<file path="src/rtl/irq_sc_pkg.sv">
package irq_sc_pkg;

   // one-hot style decode of a single bus cycle
   typedef struct packed {
      logic raise_wr;
      logic ack_wr;
      logic stat_rd;
   } irq_sc_hit_t;

   localparam int unsigned IRQ_SC_DATA_W = 32;
   localparam int unsigned IRQ_SC_ADDR_W = 8;

endpackage

</file>
<file path="src/rtl/irq_sc_decode.sv">
module irq_sc_decode
   import irq_sc_pkg::*;
#(
   parameter int unsigned DATA_W   = 32,
   parameter int unsigned ADDR_W   = 8,
   parameter logic [ADDR_W-1:0] OFF_STAT  = 8'h24,
   parameter logic [ADDR_W-1:0] OFF_RAISE = 8'h60,
   parameter logic [ADDR_W-1:0] OFF_ACK   = 8'h64
) (
   input  logic              wr_en,
   input  logic              rd_en,
   input  logic [ADDR_W-1:0] addr,
   input  logic [DATA_W-1:0] wdata,
   output irq_sc_hit_t       hit,
   output logic [DATA_W-1:0] sw_set,
   output logic [DATA_W-1:0] sw_clr
);

   if (OFF_STAT == OFF_RAISE || OFF_STAT == OFF_ACK || OFF_RAISE == OFF_ACK) begin : g_bad_off
      $error("irq_sc_decode: register offsets must be distinct");
   end

   always_comb begin
      hit.raise_wr = wr_en && (addr == OFF_RAISE);
      hit.ack_wr   = wr_en && (addr == OFF_ACK);
      hit.stat_rd  = rd_en && (addr == OFF_STAT);
      sw_set       = hit.raise_wr ? wdata : '0;
      sw_clr       = hit.ack_wr   ? wdata : '0;
   end

endmodule

</file>
<file path="src/rtl/irq_sc_hwmap.sv">
module irq_sc_hwmap #(
   parameter int unsigned DATA_W = 32,
   parameter int unsigned N_SRC  = 2,
   parameter logic [N_SRC-1:0][DATA_W-1:0] SRC_MASK = {32'h0000_0100, 32'h0000_0001}
) (
   input  logic [N_SRC-1:0]  hw_raise,
   output logic [DATA_W-1:0] hw_set,
   output logic              hw_evt
);

   if (N_SRC < 1) begin : g_bad_n
      $error("irq_sc_hwmap: at least one hardware source is needed");
   end

   logic [N_SRC-1:0][DATA_W-1:0] masked;

   for (genvar i = 0; i < N_SRC; i++) begin : g_src
      if (SRC_MASK[i] == '0) begin : g_bad_mask
         $error("irq_sc_hwmap: a source mask is zero");
      end
      assign masked[i] = hw_raise[i] ? SRC_MASK[i] : '0;
   end

   always_comb begin
      hw_set = '0;
      for (int unsigned k = 0; k < N_SRC; k++) begin
         hw_set = hw_set | masked[k];
      end
      hw_evt = |hw_raise;
   end

endmodule

</file>
<file path="src/rtl/irq_sc_store.sv">
module irq_sc_store #(
   parameter int unsigned DATA_W = 32
) (
   input  logic              clk,
   input  logic              rst_n,
   input  logic [DATA_W-1:0] set_vec,
   input  logic [DATA_W-1:0] clr_vec,
   output logic [DATA_W-1:0] status_q,
   output logic [DATA_W-1:0] status_d
);

   if (DATA_W < 1) begin : g_bad_w
      $error("irq_sc_store: DATA_W must be positive");
   end

   // clear applied first, set second, so a simultaneous event survives
   assign status_d = (status_q & ~clr_vec) | set_vec;

   always_ff @(posedge clk) begin
      if (!rst_n) status_q <= '0;
      else        status_q <= status_d;
   end

   a_r2_raise_sets: assert property (@(posedge clk) disable iff (!rst_n)
      (set_vec != '0) |=> ((status_q & $past(set_vec)) == $past(set_vec)));

   a_r3_ack_clears: assert property (@(posedge clk) disable iff (!rst_n)
      (clr_vec != '0 && set_vec == '0) |=> ((status_q & $past(clr_vec)) == '0));

   a_r6_set_after_clear: assert property (@(posedge clk) disable iff (!rst_n)
      ((clr_vec & set_vec) != '0) |=>
         ((status_q & $past(clr_vec & set_vec)) == $past(clr_vec & set_vec)));

endmodule

</file>
<file path="src/rtl/irq_sc_signal.sv">
module irq_sc_signal #(
   parameter int unsigned DATA_W = 32
) (
   input  logic              clk,
   input  logic              rst_n,
   input  logic              msg_mode,
   input  logic              raise_evt,
   input  logic              clr_evt,
   input  logic [DATA_W-1:0] status_d,
   output logic              irq_level,
   output logic              irq_pulse
);

   logic raise_hit;
   logic level_d;

   assign raise_hit = raise_evt && (status_d != '0);

   always_comb begin
      level_d = irq_level;
      if (!msg_mode) begin
         if (raise_hit)                           level_d = 1'b1;
         else if (clr_evt && (status_d == '0))    level_d = 1'b0;
      end
   end

   always_ff @(posedge clk) begin
      if (!rst_n) begin
         irq_level <= 1'b0;
         irq_pulse <= 1'b0;
      end else begin
         irq_level <= level_d;
         irq_pulse <= msg_mode && raise_hit;
      end
   end

   a_r8_pulse_msg_only: assert property (@(posedge clk) disable iff (!rst_n)
      irq_pulse |-> $past(msg_mode));

   a_r8_level_frozen: assert property (@(posedge clk) disable iff (!rst_n)
      $past(msg_mode) |-> $stable(irq_level));

endmodule

</file>
<file path="src/rtl/irq_sc_unit.sv">
module irq_sc_unit
   import irq_sc_pkg::*;
#(
   parameter int unsigned DATA_W = IRQ_SC_DATA_W,
   parameter int unsigned ADDR_W = IRQ_SC_ADDR_W,
   parameter int unsigned N_SRC  = 2,
   parameter logic [N_SRC-1:0][DATA_W-1:0] SRC_MASK = {32'h0000_0100, 32'h0000_0001},
   parameter logic [ADDR_W-1:0] OFF_STAT  = 8'h24,
   parameter logic [ADDR_W-1:0] OFF_RAISE = 8'h60,
   parameter logic [ADDR_W-1:0] OFF_ACK   = 8'h64
) (
   input  logic              clk,
   input  logic              rst_n,
   input  logic              wr_en,
   input  logic              rd_en,
   input  logic [ADDR_W-1:0] addr,
   input  logic [DATA_W-1:0] wdata,
   output logic [DATA_W-1:0] rdata,
   input  logic [N_SRC-1:0]  hw_raise,
   input  logic              msg_mode,
   output logic              irq_level,
   output logic              irq_pulse
);

   irq_sc_hit_t       hit;
   logic [DATA_W-1:0] sw_set, sw_clr, hw_set;
   logic              hw_evt;
   logic [DATA_W-1:0] status_q, status_d;

   irq_sc_decode #(
      .DATA_W(DATA_W), .ADDR_W(ADDR_W),
      .OFF_STAT(OFF_STAT), .OFF_RAISE(OFF_RAISE), .OFF_ACK(OFF_ACK)
   ) u_decode (
      .wr_en(wr_en), .rd_en(rd_en), .addr(addr), .wdata(wdata),
      .hit(hit), .sw_set(sw_set), .sw_clr(sw_clr)
   );

   irq_sc_hwmap #(
      .DATA_W(DATA_W), .N_SRC(N_SRC), .SRC_MASK(SRC_MASK)
   ) u_hwmap (
      .hw_raise(hw_raise), .hw_set(hw_set), .hw_evt(hw_evt)
   );

   irq_sc_store #(.DATA_W(DATA_W)) u_store (
      .clk(clk), .rst_n(rst_n),
      .set_vec(sw_set | hw_set), .clr_vec(sw_clr),
      .status_q(status_q), .status_d(status_d)
   );

   irq_sc_signal #(.DATA_W(DATA_W)) u_signal (
      .clk(clk), .rst_n(rst_n), .msg_mode(msg_mode),
      .raise_evt(hit.raise_wr || hw_evt), .clr_evt(hit.ack_wr),
      .status_d(status_d),
      .irq_level(irq_level), .irq_pulse(irq_pulse)
   );

   assign rdata = hit.stat_rd ? status_q : '0;

   a_r7_level_drop_zero: assert property (@(posedge clk) disable iff (!rst_n)
      $fell(irq_level) |-> (status_q == '0));

   a_r9_zero_raise_quiet: assert property (@(posedge clk) disable iff (!rst_n)
      (status_q == '0 && wr_en && addr == OFF_RAISE && wdata == '0 && hw_raise == '0)
         |=> (!irq_pulse && $stable(irq_level) && status_q == '0));

endmodule

</file>
<file path="config.mk">
export PLATFORM = sky130hd
export DESIGN_NAME = irq_sc_unit
export DESIGN_NICKNAME = d
export VERILOG_FILES = /design/src/rtl/irq_sc_pkg.sv /design/src/rtl/irq_sc_decode.sv /design/src/rtl/irq_sc_hwmap.sv /design/src/rtl/irq_sc_store.sv /design/src/rtl/irq_sc_signal.sv /design/src/rtl/irq_sc_unit.sv
export SDC_FILE = /design/constraint.sdc
export NUM_CORES = 1
export LEC_CHECK = 0
export BUFFER_PORTS_ARGS = -buffer_cell sky130_fd_sc_hd__clkbuf_2
export CORE_MARGIN = 3
export CORE_UTILIZATION = 45
export CTS_CLUSTER_SIZE = 20
export DETAILED_ROUTE_END_ITERATION = 6
export HOLD_SLACK_MARGIN = 0.03
export PLACE_DENSITY = 0.83
export SYNTH_ARGS = -nofsm -noshare
export SYNTH_HDL_FRONTEND = slang
export SYNTH_SLANG_ARGS = --single-unit
</file>
<file path="constraint.sdc">
create_clock -name clk -period 3.41 [get_ports clk]
set_input_delay 0.682 -clock clk [delete_from_list [all_inputs] [get_ports clk]]
set_output_delay 0.682 -clock clk [all_outputs]
set_load 0.02 [all_outputs]
</file>
==> metrics.txt <==
status=finished, final reports clean; sequential-to-total area share from yosys stat=approximately 30%; largest net degree at the start of global routing=40; H-Tree Depth=2; WHS Path Cells=2; Hold Fails Final Rpt=0; Slew @ Worst Pin=0.6287 ns; worst-path cell chain=clkbuf_2, or4_4, nor3_4, and2_1, clkbuf_2; CP Launch Type=input port; number of synthesized flops with an enable pin=0; Yosys reg bits=34; commonest cells in the netlist=and2_1, dfxtp_1, nand2_1; Hold Path Class=flip-flop to flip-flop; GPL Wtd Cong=between 0.8 and 0.9; r2r worst-path depth=6; most common cell in the netlist=and2_1; Area growth, synth to finish=22.23%; Net Count, Synth=351; R2R setup slack=around 1.4 ns; Synth Warn #=0; non-filler cells, final=447; via/cell ratio=5.562; Synth area leader=dfxtp_1; unrepaired setup endpoints after global routing=no; Max Fclk=321.3 MHz; max incr delay on CP=around 0.70 ns; routed vias=between 2000 and 2500; worst vdd ir=0.1726 mV; WP data arrival=2.43 ns; Cell variety after synth=46; critical path class=input port to primary output; Synth top area share=29.65%; clk_skew=0.007056 ns; Pre-antenna DRT Iters=5; post-DR wirelength/cell=14.83 um; Post-CTS Setup Bufs=0; CTS tree=yes; Pleak=1.237 nW; all-layer global routing usage=22.78%; Initial Utilization=roughly 48%; Worst Path Required=2.73 ns; RR Endpoint=u_signal.irq_pulse; type of destination of the critical path=primary output; DRT Wirelength=around 6600 um; Layout Nets=426; Die W=77.43 um; Syn Area/Cell=7.552 sq um; clk buf depth=2; Antenna Cells=0; Row Count=25; max_cap viols=0; first-pass GRT wire length=between 10000 and 15000 um; CP max-delay cell=or4_4; layout cells sized above 1=between 20% and 30%; Synth Instances=304; placed instance count=439; Die Y=between 70 and 80 um; DP HPWL=4969 um; min-delay src=u_store.status_q[4]; min cycle time layout=3.113 ns; Cell Area, Synth=about 2300 sq um; Top cell by count, worst path=clkbuf_2; initial DRC count=172; max_slew headroom=58.08%; Die Area=around 6000 sq um; Hold Buf Count CTS=0; PD cells=just under 300 nW/um^2; CTS sink cnt=34; worst-path maximum fanout=22; WHS Endpoint=u_store.status_q[4]; # IOs=81; Core ar.=4817 sq um; Post-CTS Resized=0; Sum Neg Setup Slack=0 ns; Clock Latency Late Sink=roughly 0.29 ns; Residual DRC=0; CTS Root Cell=clkbuf_8; initial antenna violation count=0; synth top area cells=dfxtp_1, and2_1, nor4_1, mux2i_1, nand2_1; post-route ant nets=0; R2R Path Start=u_store.status_q[23]; Final period util=between 90 and 100%; Post-synth top flop=dfxtp_1; CTS clock-pin slew for the worst setup and hold paths=0.06 ns; vias in the first global route=2362; CTS buffer count=5; GRT Residual Overflow=0; IO buf count=80; Async SR Flop Fraction=0%; Final Total Pwr=roughly 0.0008 W; max-slew violations=0; Setup violations, final=0
-- report_power, final --
group / leakage [nW] / total [W] / internal [W] / switching [W]
clock network: 0.0482 / 0.000314 / 0.000163 / 0.000151
logic: 0.914 / 0.000100 / 0.0000392 / 0.0000612
registers: 0.275 / 0.000403 / 0.000401 / 0.00000185
-- cell type report --
type / instances / area (sq um)
inverters: 19 / 71.32
fillers: 477 / 2011
clock buffers: 7 / 86.33
well taps: 67 / 83.83
multi-input cells: 233 / 1434
repair buffers: 86 / 445.4
flip-flops and latches: 34 / 680.7
clock inverters: 1 / 5.005
-- worst max path at each step --
| stage | from | endpoint | slack, ns | cells after the start |
|---|---|---|---|---|
| 2_1_floorplan | addr[7] | rdata[15] | 0.46 | 4 |
| 3_5_place_dp | addr[7] | rdata[5] | 0.29 | 5 |
| 4_1_cts | addr[7] | rdata[5] | 0.28 | 5 |
| 3_3_place_gp | addr[7] | rdata[5] | 0.33 | 5 |
| 6_report | addr[7] | rdata[5] | 0.30 | 5 |
| 5_1_grt | addr[7] | rdata[5] | 0.17 | 5 |
-- cells in the final DEF, fill, tap and decap left out, types with 8 or more instances in the layout --
| cell | count |
|---|---|
| nor2b_1 | 8 |
| and2_1 | 40 |
| mux2i_1 | 12 |
| o21a_1 | 16 |
| clkbuf_2 | 80 |
| inv_1 | 19 |
| nor4_1 | 26 |
| dfxtp_1 | 34 |
| a21oi_1 | 11 |
| nor2_1 | 28 |
| nand2_1 | 32 |
-- cell families (layout without fill, tap and decap cells) --
| kind of cell | Yosys count | in the layout | share of synthesized area (%) |
|---|---|---|---|
| AOI/OAI and AO/OA | 60 | 60 | 17.98 |
| muxes | 12 | 12 | 5.232 |
| buffers and inverters | 37 | 113 | 7.901 |
| DFF | 34 | 34 | 29.65 |
| and+or+nand+nor | 161 | 161 | 39.24 |
-- flip-flops by register name (all words and copies together), names as in the netlist --
| name | count |
|---|---|
| u_signal.irq_pulse | 1 |
| u_signal.irq_level | 1 |
| u_store.status_q | 32 |
-- per-layer routing --
layer / wire (um) / track usage [%] / vias up
met5: 0 / 0 / -
met4: 121 / 8.719 / 0
met3: 585 / 6.497 / 12
met2: 2984 / 34.54 / 110
met1: 2936 / 30.50 / 1150
li1: - / - / 1214
-- worst max-delay path: cells and delay by family --
family | cells | cell delay [ns]
buffers and inverters | 2 | 0.28
AND/OR/NAND/NOR | 3 | 1.46
-- stage by stage --
stage                     utilization, %  instance area [sq um]  worst slack (ns)  hold WS, ns
after global routing               58.26                   2806            0.1670       0.5643
final                              58.26                   2806            0.2974       0.5507
after detailed placement           56.36                   2715            0.2865       0.5382
after CTS                          58.26                   2806            0.2817       0.5457
after global placement             56.36                   2715            0.3304       0.5281
after floorplan                        -                   2296            0.4610       0.4961
Note: power is estimated with default switching activity, not from simulation.
